**src/rtl/mcb_pkg.sv**
```systemverilog
package mcb_pkg;
  localparam int ST_VAL_BIT  = 63;
  localparam int ST_OVER_BIT = 62;
  localparam int ST_UC_BIT   = 61;
  localparam int ST_AR_BIT   = 55;
  localparam int GS_BUSY_BIT = 2;
  localparam int CAP_CTLP_BIT = 8;

  typedef enum logic [2:0] {
    OC_NONE     = 3'd0,
    OC_IRQ      = 3'd1,
    OC_RESET    = 3'd2,
    OC_IGNORED  = 3'd3,
    OC_REJECTED = 3'd4,
    OC_LOGGED   = 3'd5
  } outcome_e;
endpackage

```
**src/rtl/mcb_rst_sync.sv**
```systemverilog
module mcb_rst_sync (
  input  logic clk_i,
  input  logic rst_ni,
  output logic rst_no
);
  logic [1:0] sync_q;

  always_ff @(posedge clk_i or negedge rst_ni) begin
    if (!rst_ni) sync_q <= 2'b00;
    else         sync_q <= {sync_q[0], 1'b1};
  end

  assign rst_no = sync_q[1];
endmodule

```
**src/rtl/mcb_decide.sv**
```systemverilog
module mcb_decide
  import mcb_pkg::*;
#(
  parameter int DW = 64
) (
  input  logic          req_v_i,
  input  logic          in_range_i,
  input  logic [7:0]    bank_i,
  input  logic [DW-1:0] status_i,
  input  logic          uncond_i,
  input  logic          mce_en_i,
  input  logic [DW-1:0] cap_i,
  input  logic [DW-1:0] gctl_i,
  input  logic [DW-1:0] gstat_i,
  input  logic [DW-1:0] bank_ctl_i,
  input  logic [DW-1:0] bank_old_i,
  output outcome_e      outcome_o,
  output logic          log_we_o,
  output logic          gstat_we_o,
  output logic          over_we_o,
  output logic [DW-1:0] new_status_o
);
  logic bank_ok;
  logic old_valid;
  logic old_uc;
  logic gctl_block;
  logic bank_block;

  assign bank_ok    = in_range_i && (bank_i < cap_i[7:0]);
  assign old_valid  = bank_old_i[ST_VAL_BIT];
  assign old_uc     = bank_old_i[ST_UC_BIT];
  assign gctl_block = cap_i[CAP_CTLP_BIT] && (gctl_i != {DW{1'b1}});
  assign bank_block = (bank_ctl_i != {DW{1'b1}});

  always_comb begin
    outcome_o    = OC_NONE;
    log_we_o     = 1'b0;
    gstat_we_o   = 1'b0;
    over_we_o    = 1'b0;
    new_status_o = status_i;
    if (req_v_i) begin
      if ((cap_i == '0) || !bank_ok || !status_i[ST_VAL_BIT]) begin
        outcome_o = OC_REJECTED;
      end else if (!status_i[ST_AR_BIT] && !uncond_i && gstat_i[GS_BUSY_BIT]) begin
        outcome_o = OC_IGNORED;
      end else if (status_i[ST_UC_BIT]) begin
        if (gctl_block || bank_block) begin
          outcome_o = OC_IGNORED;
        end else if (!mce_en_i || gstat_i[GS_BUSY_BIT]) begin
          outcome_o = OC_RESET;
        end else begin
          new_status_o[ST_OVER_BIT] = status_i[ST_OVER_BIT] | old_valid;
          log_we_o   = 1'b1;
          gstat_we_o = 1'b1;
          outcome_o  = OC_IRQ;
        end
      end else if (!old_valid || !old_uc) begin
        new_status_o[ST_OVER_BIT] = status_i[ST_OVER_BIT] | old_valid;
        log_we_o  = 1'b1;
        outcome_o = OC_LOGGED;
      end else begin
        over_we_o = 1'b1;
        outcome_o = OC_LOGGED;
      end
    end
  end
endmodule

```
**src/rtl/mcb_bank_array.sv**
```systemverilog
module mcb_bank_array
  import mcb_pkg::*;
#(
  parameter int NB = 4,
  parameter int DW = 64,
  localparam int BW = (NB > 1) ? $clog2(NB) : 1
) (
  input  logic          clk_i,
  input  logic          rst_ni,
  input  logic          cfg_we_i,
  input  logic [BW-1:0] cfg_idx_i,
  input  logic [DW-1:0] cfg_data_i,
  input  logic          log_we_i,
  input  logic          over_we_i,
  input  logic [BW-1:0] wr_idx_i,
  input  logic [DW-1:0] wr_status_i,
  input  logic [DW-1:0] wr_addr_i,
  input  logic [DW-1:0] wr_misc_i,
  output logic [DW-1:0] ctl_o    [NB],
  output logic [DW-1:0] status_o [NB],
  output logic [DW-1:0] addr_o   [NB],
  output logic [DW-1:0] misc_o   [NB]
);
  for (genvar g = 0; g < NB; g++) begin : g_bank
    logic [DW-1:0] ctl_q, ctl_d;
    logic [DW-1:0] st_q, st_d;
    logic [DW-1:0] ad_q, ad_d;
    logic [DW-1:0] mi_q, mi_d;
    logic          hit;
    logic          cfg_hit;

    assign hit     = (wr_idx_i == BW'(g));
    assign cfg_hit = cfg_we_i && (cfg_idx_i == BW'(g));

    always_comb begin
      ctl_d = ctl_q;
      st_d  = st_q;
      ad_d  = ad_q;
      mi_d  = mi_q;
      if (cfg_hit) ctl_d = cfg_data_i;
      if (log_we_i && hit) begin
        st_d = wr_status_i;
        ad_d = wr_addr_i;
        mi_d = wr_misc_i;
      end else if (over_we_i && hit) begin
        st_d[ST_OVER_BIT] = 1'b1;
      end
    end

    always_ff @(posedge clk_i or negedge rst_ni) begin
      if (!rst_ni) begin
        ctl_q <= {DW{1'b1}};
        st_q  <= '0;
        ad_q  <= '0;
        mi_q  <= '0;
      end else begin
        ctl_q <= ctl_d;
        st_q  <= st_d;
        ad_q  <= ad_d;
        mi_q  <= mi_d;
      end
    end

    AST_OVER_KEEPS_ADDR: assert property (@(posedge clk_i) disable iff (!rst_ni)
      (over_we_i && hit) |=> (st_q[ST_OVER_BIT] && (ad_q == $past(ad_q))));

    assign ctl_o[g]    = ctl_q;
    assign status_o[g] = st_q;
    assign addr_o[g]   = ad_q;
    assign misc_o[g]   = mi_q;
  end
endmodule

```
**src/rtl/mc_bank_logger.sv**
```systemverilog
module mc_bank_logger
  import mcb_pkg::*;
#(
  parameter int NUM_BANKS = 4,
  parameter int DW        = 64
) (
  input  logic          clk_i,
  input  logic          rst_ni,
  input  logic [DW-1:0] cap_i,
  input  logic          mce_en_i,
  input  logic          cfg_we_i,
  input  logic          cfg_global_i,
  input  logic [7:0]    cfg_bank_i,
  input  logic [DW-1:0] cfg_data_i,
  input  logic          inj_v_i,
  input  logic [7:0]    inj_bank_i,
  input  logic [DW-1:0] inj_status_i,
  input  logic [DW-1:0] inj_gstat_i,
  input  logic [DW-1:0] inj_addr_i,
  input  logic [DW-1:0] inj_misc_i,
  input  logic          inj_uncond_i,
  input  logic [2:0]    rd_sel_i,
  input  logic [7:0]    rd_bank_i,
  output logic [DW-1:0] rd_data_o,
  output logic          mce_irq_o,
  output logic          reset_req_o,
  output logic          ignored_o,
  output logic          rejected_o,
  output logic          logged_o
);
  localparam int         BW   = (NUM_BANKS > 1) ? $clog2(NUM_BANKS) : 1;
  localparam logic [7:0] NB_L = 8'(NUM_BANKS);

  logic rst_n;

  mcb_rst_sync u_rst (
    .clk_i  (clk_i),
    .rst_ni (rst_ni),
    .rst_no (rst_n)
  );

  logic [DW-1:0] bank_ctl  [NUM_BANKS];
  logic [DW-1:0] bank_st   [NUM_BANKS];
  logic [DW-1:0] bank_addr [NUM_BANKS];
  logic [DW-1:0] bank_misc [NUM_BANKS];

  logic [DW-1:0] gctl_q, gctl_d;
  logic [DW-1:0] gstat_q, gstat_d;
  outcome_e      oc_q, oc_d;

  logic          inj_in_range;
  logic [BW-1:0] inj_idx;
  logic [DW-1:0] sel_ctl;
  logic [DW-1:0] sel_old;
  logic          log_we, gstat_we, over_we;
  logic [DW-1:0] new_status;

  assign inj_in_range = (inj_bank_i < NB_L);
  assign inj_idx      = inj_bank_i[BW-1:0];
  assign sel_ctl      = inj_in_range ? bank_ctl[inj_idx] : '0;
  assign sel_old      = inj_in_range ? bank_st[inj_idx]  : '0;

  mcb_decide #(.DW(DW)) u_decide (
    .req_v_i      (inj_v_i),
    .in_range_i   (inj_in_range),
    .bank_i       (inj_bank_i),
    .status_i     (inj_status_i),
    .uncond_i     (inj_uncond_i),
    .mce_en_i     (mce_en_i),
    .cap_i        (cap_i),
    .gctl_i       (gctl_q),
    .gstat_i      (gstat_q),
    .bank_ctl_i   (sel_ctl),
    .bank_old_i   (sel_old),
    .outcome_o    (oc_d),
    .log_we_o     (log_we),
    .gstat_we_o   (gstat_we),
    .over_we_o    (over_we),
    .new_status_o (new_status)
  );

  logic cfg_bank_we;
  assign cfg_bank_we = cfg_we_i && !cfg_global_i && (cfg_bank_i < NB_L);

  mcb_bank_array #(.NB(NUM_BANKS), .DW(DW)) u_banks (
    .clk_i       (clk_i),
    .rst_ni      (rst_n),
    .cfg_we_i    (cfg_bank_we),
    .cfg_idx_i   (cfg_bank_i[BW-1:0]),
    .cfg_data_i  (cfg_data_i),
    .log_we_i    (log_we),
    .over_we_i   (over_we),
    .wr_idx_i    (inj_idx),
    .wr_status_i (new_status),
    .wr_addr_i   (inj_addr_i),
    .wr_misc_i   (inj_misc_i),
    .ctl_o       (bank_ctl),
    .status_o    (bank_st),
    .addr_o      (bank_addr),
    .misc_o      (bank_misc)
  );

  always_comb begin
    gctl_d  = gctl_q;
    gstat_d = gstat_q;
    if (cfg_we_i && cfg_global_i) gctl_d = cfg_data_i;
    if (gstat_we) gstat_d = inj_gstat_i;
  end

  always_ff @(posedge clk_i or negedge rst_n) begin
    if (!rst_n) begin
      gctl_q  <= {DW{1'b1}};
      gstat_q <= '0;
      oc_q    <= OC_NONE;
    end else begin
      gctl_q  <= gctl_d;
      gstat_q <= gstat_d;
      oc_q    <= oc_d;
    end
  end

  assign mce_irq_o   = (oc_q == OC_IRQ);
  assign reset_req_o = (oc_q == OC_RESET);
  assign ignored_o   = (oc_q == OC_IGNORED);
  assign rejected_o  = (oc_q == OC_REJECTED);
  assign logged_o    = (oc_q == OC_LOGGED);

  logic          rd_in_range;
  logic [BW-1:0] rd_idx;
  assign rd_in_range = (rd_bank_i < NB_L);
  assign rd_idx      = rd_bank_i[BW-1:0];

  always_comb begin
    rd_data_o = '0;
    unique case (rd_sel_i)
      3'd0: if (rd_in_range) rd_data_o = bank_ctl[rd_idx];
      3'd1: if (rd_in_range) rd_data_o = bank_st[rd_idx];
      3'd2: if (rd_in_range) rd_data_o = bank_addr[rd_idx];
      3'd3: if (rd_in_range) rd_data_o = bank_misc[rd_idx];
      3'd4: rd_data_o = gctl_q;
      3'd5: rd_data_o = gstat_q;
      3'd6: rd_data_o = cap_i;
      default: rd_data_o = '0;
    endcase
  end

  AST_ONE_OUTCOME: assert property (@(posedge clk_i) disable iff (!rst_n)
    $onehot0({mce_irq_o, reset_req_o, ignored_o, rejected_o, logged_o}));
  AST_QUIET_NO_STROBE: assert property (@(posedge clk_i) disable iff (!rst_n)
    !inj_v_i |=> !(mce_irq_o || reset_req_o || ignored_o || rejected_o || logged_o));
  AST_REJECT_NO_VALID: assert property (@(posedge clk_i) disable iff (!rst_n)
    (inj_v_i && !inj_status_i[ST_VAL_BIT]) |=> rejected_o);
  AST_REJECT_NO_BANKS: assert property (@(posedge clk_i) disable iff (!rst_n)
    (inj_v_i && (cap_i[7:0] == 8'd0)) |=> rejected_o);
  AST_IRQ_GSTAT: assert property (@(posedge clk_i) disable iff (!rst_n)
    inj_v_i |=> (!mce_irq_o || (gstat_q == $past(inj_gstat_i))));
endmodule

```
**config.mk**
```make
export PLATFORM = sky130hd
export DESIGN_NAME = mc_bank_logger
export DESIGN_NICKNAME = d
export VERILOG_FILES = /design/src/rtl/mcb_pkg.sv /design/src/rtl/mcb_rst_sync.sv /design/src/rtl/mcb_decide.sv /design/src/rtl/mcb_bank_array.sv /design/src/rtl/mc_bank_logger.sv
export SDC_FILE = /design/constraint.sdc
export NUM_CORES = 2
export LEC_CHECK = 0
export BUFFER_PORTS_ARGS = -buffer_cell sky130_fd_sc_hd__buf_2
export CAP_MARGIN = 10
export CELL_PAD_IN_SITES_DETAIL_PLACEMENT = 1
export CELL_PAD_IN_SITES_GLOBAL_PLACEMENT = 1
export CORE_MARGIN = 2
export CORE_UTILIZATION = 51
export CTS_CLUSTER_DIAMETER = 100
export DETAILED_ROUTE_END_ITERATION = 16
export PLACE_DENSITY = 0.78
export SLEW_MARGIN = 30
export SYNTH_ARGS = -nofsm -noshare
export SYNTH_HDL_FRONTEND = slang
export SYNTH_HIERARCHICAL = 1
export SYNTH_SLANG_ARGS = --single-unit
```
**constraint.sdc**
```tcl
create_clock -name clk_i -period 45.9 [get_ports clk_i]
set_input_delay 0 -clock clk_i [delete_from_list [all_inputs] [get_ports clk_i]]
set_output_delay 0 -clock clk_i [all_outputs]
set_load 0.005 [all_outputs]
```
# == Word level (Yosys, flattened, before mapping) ==
# Cells that the tools add are included.
# totals
elab_cells,154
input_bits,418
register_bits,1157
out_inout_bits,69
# op_classes
bitwise_logic,3
n_lt_le_gt_ge,6
mux,62
reduce_logical,40
eq_ne,19
# op_table
operator,n
64-bit 2-to-1 mux,18
64-bit binary-select mux with 2-bit select,6
64-bit one-hot mux with 7 select lines,1
64-bit != test (second input constant),2
64-bit zero test,1
1-bit 2-to-1 mux,31
8-bit by 3-bit less-than comparator with 1-bit output (second input constant),3
1-bit logical AND,19
3-bit == test (second input constant),5
3-bit 2-to-1 mux,5
3-bit by 2-bit == test with 1-bit output (second input constant),4
2-bit == test (second input constant),4
1-bit zero test,8
8-bit less-than comparator,1
2-bit nonzero test,4
3-bit by 1-bit == test with 1-bit output (second input constant),2
3-bit greater-or-equal comparator (second input constant),2
2-bit NOT with 3-bit output,2
1-bit logical OR,5
2-bit by 1-bit == test with 1-bit output (second input constant),2
2-bit zero test,2
3-bit zero test,1
2-bit 2-to-1 mux,1
1-bit OR,1

# == Logic depth before layout (Yosys ltp) ==
# depth
depth_word,15
depth_mapped,13
mapped_depth_nobuf,11

# == Modules after synthesis ==
# Netlist, hierarchy kept.
# modules_own_cells
module,instances,area_per_inst_um2,seq_area_each_um2,cells_each
mcb_bank_array,1,38590.8,25944.9,2176
mc_bank_logger,1,18426.4,3358.2,1641
mcb_decide,1,1219.9,0.0,174
mcb_rst_sync,1,53.8,50.0,3

# == Worst setup path before layout ==
# OpenSTA, ideal clock, no wires.
# synth_timing
path_type,in2reg
startpoint,input inj_bank_i[4]
endpoint,register u_banks.g_bank[0].ad_q[0]
setup_time_ns,0.125
t_arrival_ns,3.132
setup_slack_ns,42.643
path_buffers,4
stages,13
required_ns,45.775
cell_sequence,nor4_1 -> clkbuf_1 -> clkbuf_1 -> and3_1 -> nand4_1 -> nor4_1 -> nand4_2 -> o31ai_1 -> nor3b_1 -> and2_2 -> buf_6 -> clkbuf_8 -> mux2_2
# synth_via
elab_chain_len,10
word_cells_on_any_way,20
classes_between,order compare (2); eq/ne (1); mux (8); reduce/logical (9)
# synth_rtl
item,line_no,source
start: declaration,mc_bank_logger.sv:16,"input logic [7:0] inj_bank_i,"
8-bit by 3-bit less-than comparator with 1-bit output,mc_bank_logger.sv:58,assign inj_in_range = (inj_bank_i < NB_L);
64-bit 2-to-1 mux,mc_bank_logger.sv:60,assign sel_ctl = inj_in_range ? bank_ctl[inj_idx] : '0;
net sel_ctl[62],mc_bank_logger.sv:53,logic [DW-1:0] sel_ctl;
64-bit != test,mcb_decide.sv:33,assign bank_block = (bank_ctl_i != {DW{1'b1}});
1-bit logical OR,mcb_decide.sv:47,if (gctl_block || bank_block) begin
1-bit 2-to-1 mux,mcb_decide.sv:47,
1-bit 2-to-1 mux,mcb_decide.sv:46,end else if (status_i[ST_UC_BIT]) begin
1-bit 2-to-1 mux,mcb_decide.sv:44,end else if (!status_i[ST_AR_BIT] && !uncond_i && gstat_i[GS_BUSY_BIT]) begin
1-bit 2-to-1 mux,mcb_decide.sv:42,if ((cap_i == '0) || !bank_ok || !status_i[ST_VAL_BIT]) begin
1-bit 2-to-1 mux,mcb_decide.sv:41,if (req_v_i) begin
net log_we,mc_bank_logger.sv:55,"logic log_we, gstat_we, over_we;"
1-bit logical AND,mcb_bank_array.sv:41,if (log_we_i && hit) begin
end signal: assignment,mcb_bank_array.sv:54,ad_q <= '0;
end signal: assignment,mcb_bank_array.sv:59,ad_q <= ad_d;
end: declaration,mcb_bank_array.sv:27,"logic [DW-1:0] ad_q, ad_d;"
# The timed path passes the listed nets, and every way through them passes these cells.
# A chain may end at the register's enable or synchronous reset.

# == Worst setup path after layout ==
# layout_timing
startpoint,input inj_bank_i[0]
endpoint,register u_banks.g_bank[1].ad_q[51]
# layout_via
elab_chain_len,13
word_cells_on_any_way,28
classes_between,order compare (2); eq/ne (2); mux (14); bitwise (1); reduce/logical (9)
# layout_rtl
item,line_no
branches (longest 4 deep; another with 8-bit by 3-bit less-than comparator with 1-bit output),--
64-bit 2-to-1 mux *,mc_bank_logger.sv:60
net sel_ctl[23],mc_bank_logger.sv:53
64-bit != test *,mcb_decide.sv:33
1-bit logical OR *,mcb_decide.sv:47
1-bit 2-to-1 mux *,mcb_decide.sv:47
1-bit 2-to-1 mux *,mcb_decide.sv:46
1-bit 2-to-1 mux *,mcb_decide.sv:44
1-bit 2-to-1 mux *,mcb_decide.sv:42
1-bit 2-to-1 mux *,mcb_decide.sv:41
net log_we,mc_bank_logger.sv:55
1-bit logical AND *,mcb_bank_array.sv:41
end signal: assignment,mcb_bank_array.sv:54
end signal: assignment,mcb_bank_array.sv:59
end: declaration,mcb_bank_array.sv:27
# Mark *: on every way through the listed nets, which the timed path passes. The select of a mux whose other input is x is not followed.

==> results.json <==
{
  "reg2reg_depth": 13,
  "drcViolationCount": 0,
  "wl_per_cell_um": 32.9,
  "cp.arrival_ns": 7.42,
  "cts-buffers-inserted": 121,
  "final_max_slew_viol_count": 0,
  "clk_latency_ns": 0.73,
  "mostFrequentLayoutCells": "mux2_2 (1,148), dfrtp_1 (836), buf_2 (480), dlygate4sd3_1 (336)",
  "dieArea_sq_um": 113000,
  "track_usage_pct": 35.2,
  "sw_frac_of_total_pct": 24.4,
  "syn-cell-area_sq_um": 56400,
  "mostFrequentLayoutCell": "mux2_2",
  "first_pass_iters": 5,
  "grt_first_pass_wirelength_mm": 292,
  "crit_top_cell": "buf_4",
  "setup_tns_ns": 0,
  "switchingPower_w": 0.000572,
  "worst-path-max-fanout": 60,
  "wirelength_mm": 201,
  "internal-power_w": 0.00177,
  "cp_cell_sequence": "dlygate4sd3_1 -> buf_4 -> buf_4 -> buf_4 -> mux4_2 -> and3_1 -> nand4_1 -> nor4_1 -> nand4_2 -> o31ai_1 -> nor3b_2 -> nand2_4 -> buf_4 -> buf_4 -> buf_4 -> buf_16 -> mux2_2",
  "holdWs_ns": 0.0541,
  "crit_path_start_kind": "input pin",
  "cts_tree": "yes",
  "syn_nets": 4275,
  "hp-start": "inj_gstat_i[13]",
  "num_rows": 122,
  "core_area_sq_um": 110000,
  "dieHeight_um": 337,
  "viasPerCell": 6.26,
  "critPathMaxStageDelay_ns": 0.71,
  "max_slew_margin_pct": 28.1,
  "layout_min_cycle_time_ns": 6.82,
  "pin_count": 487,
  "grt_overflow_total": 0,
  "fin_crit_sh_pct": 14.9,
  "first_iter_violations": 2801,
  "holdPathStages": 3,
  "rsz0062_at_grt": "no",
  "leakage_nw": 31.8,
  "synthToLayoutAreaGrowth_pct": 18.5,
  "antenna_found_initial": 33,
  "hpwlAfterDp_mm": 130,
  "dp_cells": 5525,
  "grt_max_degree": 161,
  "post-cts-setup-buffers": 0,
  "stdcell_area_sq_um": 66900,
  "r2r_end": "u_banks/g_bank[1].ad_q[51]",
  "crit_family": "buffers and inverters",
  "clk_path_buf_depth": 3,
  "io_buffers": 486,
  "path_buf_inv": 8,
  "syn-instance-count": 3850,
  "worstMarginPinSlew_ns": 1.08,
  "final_layout_size_suffix_gt1_share_pct": 53.2,
  "vdd_drop_max_mv": 0.0487,
  "grt_pass1_vias": 41800,
  "final_cells": 6113,
  "via_count": 38300,
  "cts_root_buffer": "clkbuf_16",
  "fin_nets": 4923,
  "timing.fmax_mhz": 147,
  "h-tree-depth": 3,
  "hp-class": "input pin to flop",
  "run_status": "finished, final reports clean",
  "p_clk_share_pct": 45.7,
  "gp_congestion": 0.862,
  "setup_viol": 0,
  "holdPathEnd": "gstat_q[13]",
  "path_class": "input pin to flop",
  "r2r-start": "u_banks/g_bank[1].ctl_q[23]",
  "finalHoldViolCount": 0,
  "start_util_pct": 51.2,
  "max_cap_violations": 0,
  "placed_area_sq_um": 59000,
  "reg2reg_slack_ns": 40.10,
  "clkTransAtPathRegs_ns": 0.07,
  "power_frac_comb_pct": 8.4,
  "detail-route-antenna-nets": 0,
  "syn_avg_cell_area_sq_um": 14.7,
  "end_kind": "flop",
  "seqPwrFrac_pct": 46.0,
  "power.density_nw_per_um2": 35.0,
  "finalClockSkew_ns": 0.0201,
  "dieWidth_um": 337,
  "slowest_stage": "nor4_1",
  "required_ns": 46.50,
  "ys_warn_count": 6,
  "cts.sinks": 1157
}
[worst max path at each step]
stage,from,endpoint,slack [ns],depth (start not counted)
finish,inj_bank_i[0],u_banks/g_bank[1].ad_q[51],39.08,17
floorplan,u_rst/sync_q[1],gstat_q[0],11.82,0
detailed placement,inj_bank_i[0],u_banks/g_bank[0].st_q[30],38.89,14
global placement,inj_bank_i[0],u_banks/g_bank[0].ad_q[18],38.65,14
CTS,inj_bank_i[0],u_banks/g_bank[0].st_q[30],39.15,15
global route,inj_bank_i[0],u_banks/g_bank[1].ad_q[51],38.71,17
[flip-flops by register name (all words and copies together) (netlist names)]
signal                flops
u_banks/g_bank.st_q     256
u_rst/sync_q              2
gctl_q                   64
u_banks/g_bank.ctl_q    256
oc_q                      3
gstat_q                  64
u_banks/g_bank.ad_q     256
u_banks/g_bank.mi_q     256
[area by class of cell]
class	count	area (sq um)
diodes	21	52.6
fillers	10400	43300
well taps	1488	1860
clock inverters	50	674
inverters	10	37.5
multi-input cells	2324	24800
repair buffers	884	6460
clock buffers	179	3660
flip-flops and latches	1157	29400
[worst min-delay path, cell delays in order]
cell and delay, ns:
dlygate4sd3_1 0.51, buf_2 0.10, mux2_2 0.13
[stage by stage]
| step | power (W) | worst slack [ns] | utilization (%) |
|---|---|---|---|
| 2_1_floorplan | 0.00118 | 11.82 | - |
| 3_3_place_gp | 0.00125 | 38.65 | 53.5 |
| 3_5_place_dp | 0.00126 | 38.89 | 53.6 |
| 4_1_cts | 0.00234 | 39.15 | 60.5 |
| 5_1_grt | 0.00240 | 38.71 | 60.7 |
| 6_report | 0.00234 | 39.08 | 60.7 |
[power by group through the flow]
stage / clock [W] / sequential [W] / combinational [W]
floorplan: 0 / 0.00110 / 0.0000803
global placement: 0 / 0.00109 / 0.000162
detailed placement: 0 / 0.00109 / 0.000166
CTS: 0.00107 / 0.00108 / 0.000193
global route: 0.00112 / 0.00108 / 0.000206
finish: 0.00107 / 0.00108 / 0.000196
[metal layers]
metal | up-vias | part of all wire [%] | wire length (um) | GRT usage [%]
li1 | 15800 | - | - | -
met1 | 20500 | 39 | 77400 | 44.2
met2 | 1500 | 48 | 96700 | 57.3
met3 | 443 | 6.6 | 13300 | 6.90
met4 | 14 | 6.7 | 13500 | 20.0
met5 | - | 0.047 | 95 | 0
[timing repair]
action / CTS / global route
gates resized for setup: 0 / 0
hold buffers: 336 / 0
hold endpoints to repair: 1157 / 0
No activity file was read; power rests on OpenSTA's default activity.
